<file path="config.mk">
export PLATFORM = sky130hd
export DESIGN_NAME = failsafe_monitor
export DESIGN_NICKNAME = d
export VERILOG_FILES = /design/src/rtl/fsmon_pkg.sv /design/src/rtl/fsmon_timer.sv /design/src/rtl/fsmon_latches.sv /design/src/rtl/failsafe_monitor.sv
export SDC_FILE = /design/constraint.sdc
export NUM_CORES = 1
export LEC_CHECK = 0
export ABC_AREA = 1
export BUFFER_PORTS_ARGS = -buffer_cell sky130_fd_sc_hd__buf_2
export CORE_AREA = 2 2 52 54
export CTS_CLUSTER_SIZE = 10
export DETAILED_ROUTE_END_ITERATION = 7
export DIE_AREA = 0 0 54 56
export PLACE_DENSITY = 0.87
export SYNTH_ARGS = -nofsm -noshare
export SYNTH_HDL_FRONTEND = slang
export SYNTH_HIERARCHICAL = 1
export SYNTH_SLANG_ARGS = --single-unit
</file>
<file path="constraint.sdc">
create_clock -name clk -period 2.1 [get_ports clk]
set_input_delay 0.21 -clock clk [delete_from_list [all_inputs] [get_ports clk]]
set_output_delay 0.21 -clock clk [all_outputs]
set_load 0.02 [all_outputs]
</file>
<file path="src/rtl/fsmon_pkg.sv">
package fsmon_pkg;
  localparam int STAT_W    = 8;
  localparam int N_STICKY  = 5;   // overvolt, undervolt, hot, cold, timeout
  localparam int IDX_TOUT  = 4;   // position of timeout within the sticky vector
  localparam int SEL_W_DEF = 3;
endpackage

</file>
<file path="src/rtl/fsmon_timer.sv">
module fsmon_timer #(
  parameter int BASE_MIN = 5,
  parameter int SEL_W    = 3
) (
  input  logic             clk,
  input  logic             rst_n,
  input  logic [SEL_W-1:0] sel,
  input  logic             clear,
  input  logic             tick,
  output logic             expired
);
  localparam int MAX_SHIFT = (1 << SEL_W) - 2;
  localparam int CNT_W     = $clog2((BASE_MIN << MAX_SHIFT) + 1);
  localparam logic [SEL_W-1:0] SEL_NEVER = '1;

  logic [CNT_W-1:0] elapsed;
  logic [CNT_W-1:0] limit;

  always_comb limit = CNT_W'(BASE_MIN) << sel;

  assign expired = (sel != SEL_NEVER) && (elapsed >= limit);

  always_ff @(posedge clk or negedge rst_n) begin
    if (!rst_n)                                   elapsed <= '0;
    else if (clear)                               elapsed <= '0;
    else if (tick && !expired && (elapsed != '1)) elapsed <= elapsed + 1'b1;
  end

  assert_clear_zeroes_R4: assert property (@(posedge clk) disable iff (!rst_n)
    clear |=> (elapsed == '0));
  assert_hold_at_limit_R2: assert property (@(posedge clk) disable iff (!rst_n)
    (expired && !clear) |=> $stable(elapsed));
endmodule

</file>
<file path="src/rtl/fsmon_latches.sv">
module fsmon_latches #(
  parameter int N = 5
) (
  input  logic         clk,
  input  logic         rst_n,
  input  logic         clear,
  input  logic [N-1:0] set_in,
  output logic [N-1:0] held
);
  for (genvar i = 0; i < N; i++) begin : g_flag
    always_ff @(posedge clk or negedge rst_n) begin
      if (!rst_n)         held[i] <= 1'b0;
      else if (clear)     held[i] <= 1'b0;
      else if (set_in[i]) held[i] <= 1'b1;
    end

    assert_flag_sticks_R7: assert property (@(posedge clk) disable iff (!rst_n)
      (held[i] && !clear) |=> held[i]);
    assert_flag_captures_R7: assert property (@(posedge clk) disable iff (!rst_n)
      (set_in[i] && !clear) |=> held[i]);
  end

  assert_clear_empties_R4: assert property (@(posedge clk) disable iff (!rst_n)
    clear |=> (held == '0));
endmodule

</file>
<file path="src/rtl/failsafe_monitor.sv">
module failsafe_monitor
  import fsmon_pkg::*;
#(
  parameter int BASE_MIN = 5,
  parameter int SEL_W    = SEL_W_DEF
) (
  input  logic             clk,
  input  logic             rst_n,
  input  logic             cfg_load,
  input  logic [SEL_W-1:0] cfg_tsel,
  input  logic             cfg_clear,
  input  logic             cs,
  input  logic             minute_tick,
  input  logic             bat_present,
  input  logic             bat_reversed,
  input  logic             cell_overvolt,
  input  logic             cell_undervolt,
  input  logic             temp_high,
  input  logic             temp_low,
  output logic [STAT_W-1:0] status,
  output logic             fail_safe
);
  localparam logic [SEL_W-1:0] SEL_NEVER = '1;

  logic [SEL_W-1:0]    tsel_q;
  logic                clr_q;
  logic                cs_q;
  logic                cs_rise;
  logic                expired;
  logic [N_STICKY-1:0] set_vec;
  logic [N_STICKY-1:0] held;

  assign cs_rise = cs && !cs_q;

  // Configuration word and self-withdrawing clear command
  always_ff @(posedge clk or negedge rst_n) begin
    if (!rst_n) begin
      tsel_q <= '0;
      clr_q  <= 1'b0;
      cs_q   <= 1'b1;
    end else begin
      cs_q <= cs;
      if (cfg_load) tsel_q <= cfg_tsel;
      if (cs_rise)       clr_q <= 1'b0;
      else if (cfg_load) clr_q <= cfg_clear;
    end
  end

  fsmon_timer #(.BASE_MIN(BASE_MIN), .SEL_W(SEL_W)) u_timer (
    .clk     (clk),
    .rst_n   (rst_n),
    .sel     (tsel_q),
    .clear   (clr_q),
    .tick    (minute_tick),
    .expired (expired)
  );

  assign set_vec = {expired, temp_low, temp_high, cell_undervolt, cell_overvolt};

  fsmon_latches #(.N(N_STICKY)) u_flags (
    .clk    (clk),
    .rst_n  (rst_n),
    .clear  (clr_q),
    .set_in (set_vec),
    .held   (held)
  );

  assign fail_safe = |held;
  assign status    = {fail_safe, held, bat_reversed, bat_present};

  assert_cs_release_R5: assert property (@(posedge clk) disable iff (!rst_n)
    $rose(cs) |=> !clr_q);
  assert_never_expires_R3: assert property (@(posedge clk) disable iff (!rst_n)
    (tsel_q == SEL_NEVER && !held[IDX_TOUT]) |=> !held[IDX_TOUT]);
  assert_failsafe_follows_R8: assert property (@(posedge clk) disable iff (!rst_n)
    (held == '0) |-> !status[STAT_W-1]);
endmodule

</file>
==> reports/results.txt <==
Status: finished clean
Max-Slew Margin vs Limit: 0.727
Slowest cell delay on critical path: 0.42 ns
Seq pwr share: 0.500
# IOs: 24
Final setup TNS: 0 ns
Initial antenna violation count: 0
Net Sw Power: 0.000308 W
Reg2reg setup slack: 0.21 ns
Worst-skew pair later-pin latency: 0.30 ns
Non-Filler Instances: 218
Slew Limit Fails: 0
Die X: 54 um
Final Skew: 0.00790 ns
RSZ-0062 raised after global routing: false
Pint: 0.000560 W
GRT Total Usage: 0.184
Share of the synthesized area in the top cell type: 0.354
Total number of vias: 1082
Post-route design area: 1440 um^2
Cell Rows: 18
First-pass GRT wire length: 4210 um
Gr ovfl total: 0
Die Ht: 56 um
Critical-path maximum fanout: 6
Mux cell area share after synthesis: 0
Initial Util: 0.524
Synth Register Bits: 19
WHS Path Cells: 3
Worst path depth: 11
Setup violations, final: 0
Main combinational cell family by area after synthesis: simple AND/OR/NAND/NOR gates
Initial DRC count: 31
GPL Wtd Cong: 0.806
CP startpoint kind: flip-flop
CTS buffer count: 3
Syn Inst Count: 166
Fraction of layout cells with a size suffix above 1: 0.229
R2R cell count: 11
Crit-path cells: ha_1 > nand2_1 > nor2_1 > and3_1 > inv_1 > nor2_1 > ha_1 > nor2_4 > buf_4 > nand4_1 > nand2_1
Critical path class: flip-flop to flip-flop
Final Hold Vio Count: 0
PwrDens: 602 nW/um^2
Xor and xnor area share after synthesis: 0.0275
DIE AREA: 3020 um^2
Post-synthesis simple-gate area fraction: 0.366
Vias per std cell: 4.96
Clock transition at path regs: 0.12 ns
Area after DPL: 1380 um^2
Routed wire length: 2510 um
H-tree levels: 1
Port bufs: 19
Final period util: 0.899
Worst hold path class: input port to flip-flop
Largest net degree at the start of global routing: 20
Pre-Repair DR Iteration Count: 4
CP Data Required Time: 2.34 ns
Max Fclk: 530 MHz
Vias in the first global route: 962
Post-layout util: 0.593
Leak: 0.830 nW
Wire per inst: 11.5 um
Ant. Diodes: 0
Clock power frac: 0.216
Cell total after placement: 212
Root Driver: clkbuf_4
Peak supply drop: 0.000470 V
WP data arrival: 2.13 ns
Switching Fraction: 0.355
Max Cap Viol: 0
Core Box Area: 2430 um^2
Crit path buffers/inverters: 2
Combinational power share: 0.284
Syn Area/Cell: 7.67 um^2
Sequential fraction of the synthesis area: 0.374
Post-route DRC: 0
Antenna Violating Nets Remaining: 0
Area Overhead vs Synth: 13.2%
Setup Buffers After CTS: 0
Clock sinks: 19
TritonCTS clock tree: done
Leading post-synthesis cells by cell area: dfrtp_1, nand2_1, ha_1
CP top delay family: simple AND/OR/NAND/NOR gates
Yosys top cell by area: dfrtp_1
Synth unique cells: 25
YS warnings: 6
Slowest stage cell, crit path: dfrtp_1
Mapped cell area: 1270 um^2
Net count after synthesis: 192
Compound-Gate Fraction of Synth Area: 0.0255
Crit path time final: 1.89 ns
Worst slew pin tran: 0.410 ns
Synth Area in Adders: 0.108
CP Capture Type: flip-flop
Hpwl dp: 1950 um
Final net count: 215
CTS max path bufs: 2
## what timing repair did
item                                   in CTS  in global routing
hold buffers                                1                  1
endpoints found under the hold margin      18                  1
setup endpoints to repair                   0                  9
resized for setup                           0                  3
## registers in the layout, summed over array words and instances, names as in the netlist
| name | count |
|---|---|
| u_flags/held | 5 |
| cs_q | 1 |
| clr_q | 1 |
| tsel_q | 3 |
| u_timer/elapsed | 9 |
## final timing paths
check / startpoint / endpoint
max: u_timer/elapsed[0] / u_timer/elapsed[3]
min: cfg_tsel[1] / tsel_q[1]
max reg2reg: u_timer/elapsed[0] / u_timer/elapsed[3]
min reg2reg: u_flags/held[3] / u_flags/held[3]
max in group asynchronous: rst_n / cs_q
min in group asynchronous: rst_n / u_timer/elapsed[5]
## cells in the mapped netlist
library cell / n
nand2_1: 41
nor2_1: 20
dfrtp_1: 18
inv_1: 16
nand3_1: 13
ha_1: 11
nand4_1: 10
nand2_2: 5
inv_2: 4
a21oi_1: 3
buf_4: 3
clkinv_1: 3
xor2_1: 3
nand3_2: 2
nor2_2: 2
nor2_4: 2
o21ai_0: 2
a21o_1: 1
and3_1: 1
buf_2: 1
buf_6: 1
dfstp_2: 1
nand3b_1: 1
nor3_2: 1
xnor2_1: 1
## cell usage in the layout, fill, tap and decap left out, types with 2 or more instances in the layout
| cell type | count |
|---|---|
| a21oi_1 | 3 |
| buf_2 | 19 |
| buf_4 | 2 |
| clkbuf_4 | 3 |
| clkinv_1 | 3 |
| dfrtp_1 | 17 |
| dlygate4sd3_1 | 2 |
| ha_1 | 11 |
| inv_1 | 16 |
| inv_2 | 4 |
| nand2_1 | 41 |
| nand2_2 | 3 |
| nand2_4 | 2 |
| nand3_1 | 13 |
| nand3_2 | 2 |
| nand4_1 | 10 |
| nor2_1 | 20 |
| nor2_2 | 2 |
| nor2_4 | 2 |
| o21ai_0 | 2 |
| xor2_1 | 3 |
## per-stage QoR
stage          hold slack [ns]  setup WS, ns  power, W
5_1_grt                  0.104        0.0428  0.000934
4_1_cts                0.00240         0.124  0.000869
6_report                0.0985         0.212  0.000867
3_5_place_dp             0.171         0.151  0.000681
2_1_floorplan          -0.0856         0.385  0.000612
3_3_place_gp             0.167         0.223  0.000672
## layer usage
metal / up-vias / routed length, um / track usage
li1: 569 / - / -
met1: 488 / 1160 / 0.265
met2: 25 / 1240 / 0.289
met3: 0 / 111 / 0.0323
met4: 0 / 0 / 0.0321
met5: - / 0 / 0
## worst min-delay path: cells and delay by family
kind,cells,cell delay (ns)
buf+inv,1,0.07
simple gates,2,0.09
## final cells by class
cell class | instances | area, um^2
clock buffers | 3 | 22.5
clock inverters | 1 | 5.00
fillers | 235 | 991
inverters | 23 | 86.3
multi-input cells | 119 | 682
flip-flops and latches | 19 | 478
well taps | 30 | 37.5
repair buffers | 23 | 130
## kinds of logic (layout without fill, tap and decap cells)
family                   after synthesis  after routing
AO/OA/AOI/OAI                          6              6
XOR/XNOR                               4              4
adder cells (fa/ha/maj)               11             11
buffers and inverters                 28             50
flip-flops                            19             19
AND/OR/NAND/NOR                       98             98
## power by group through the flow
stage | logic, W | registers [W] | clock network, W
after CTS | 0.000242 | 0.000434 | 0.000193
after detailed placement | 0.000240 | 0.000441 | 0
after global routing | 0.000284 | 0.000440 | 0.000211
final | 0.000246 | 0.000434 | 0.000187
after global placement | 0.000233 | 0.000439 | 0
after floorplan | 0.000158 | 0.000454 | 0
Note: power is estimated with default switching activity, not from simulation.
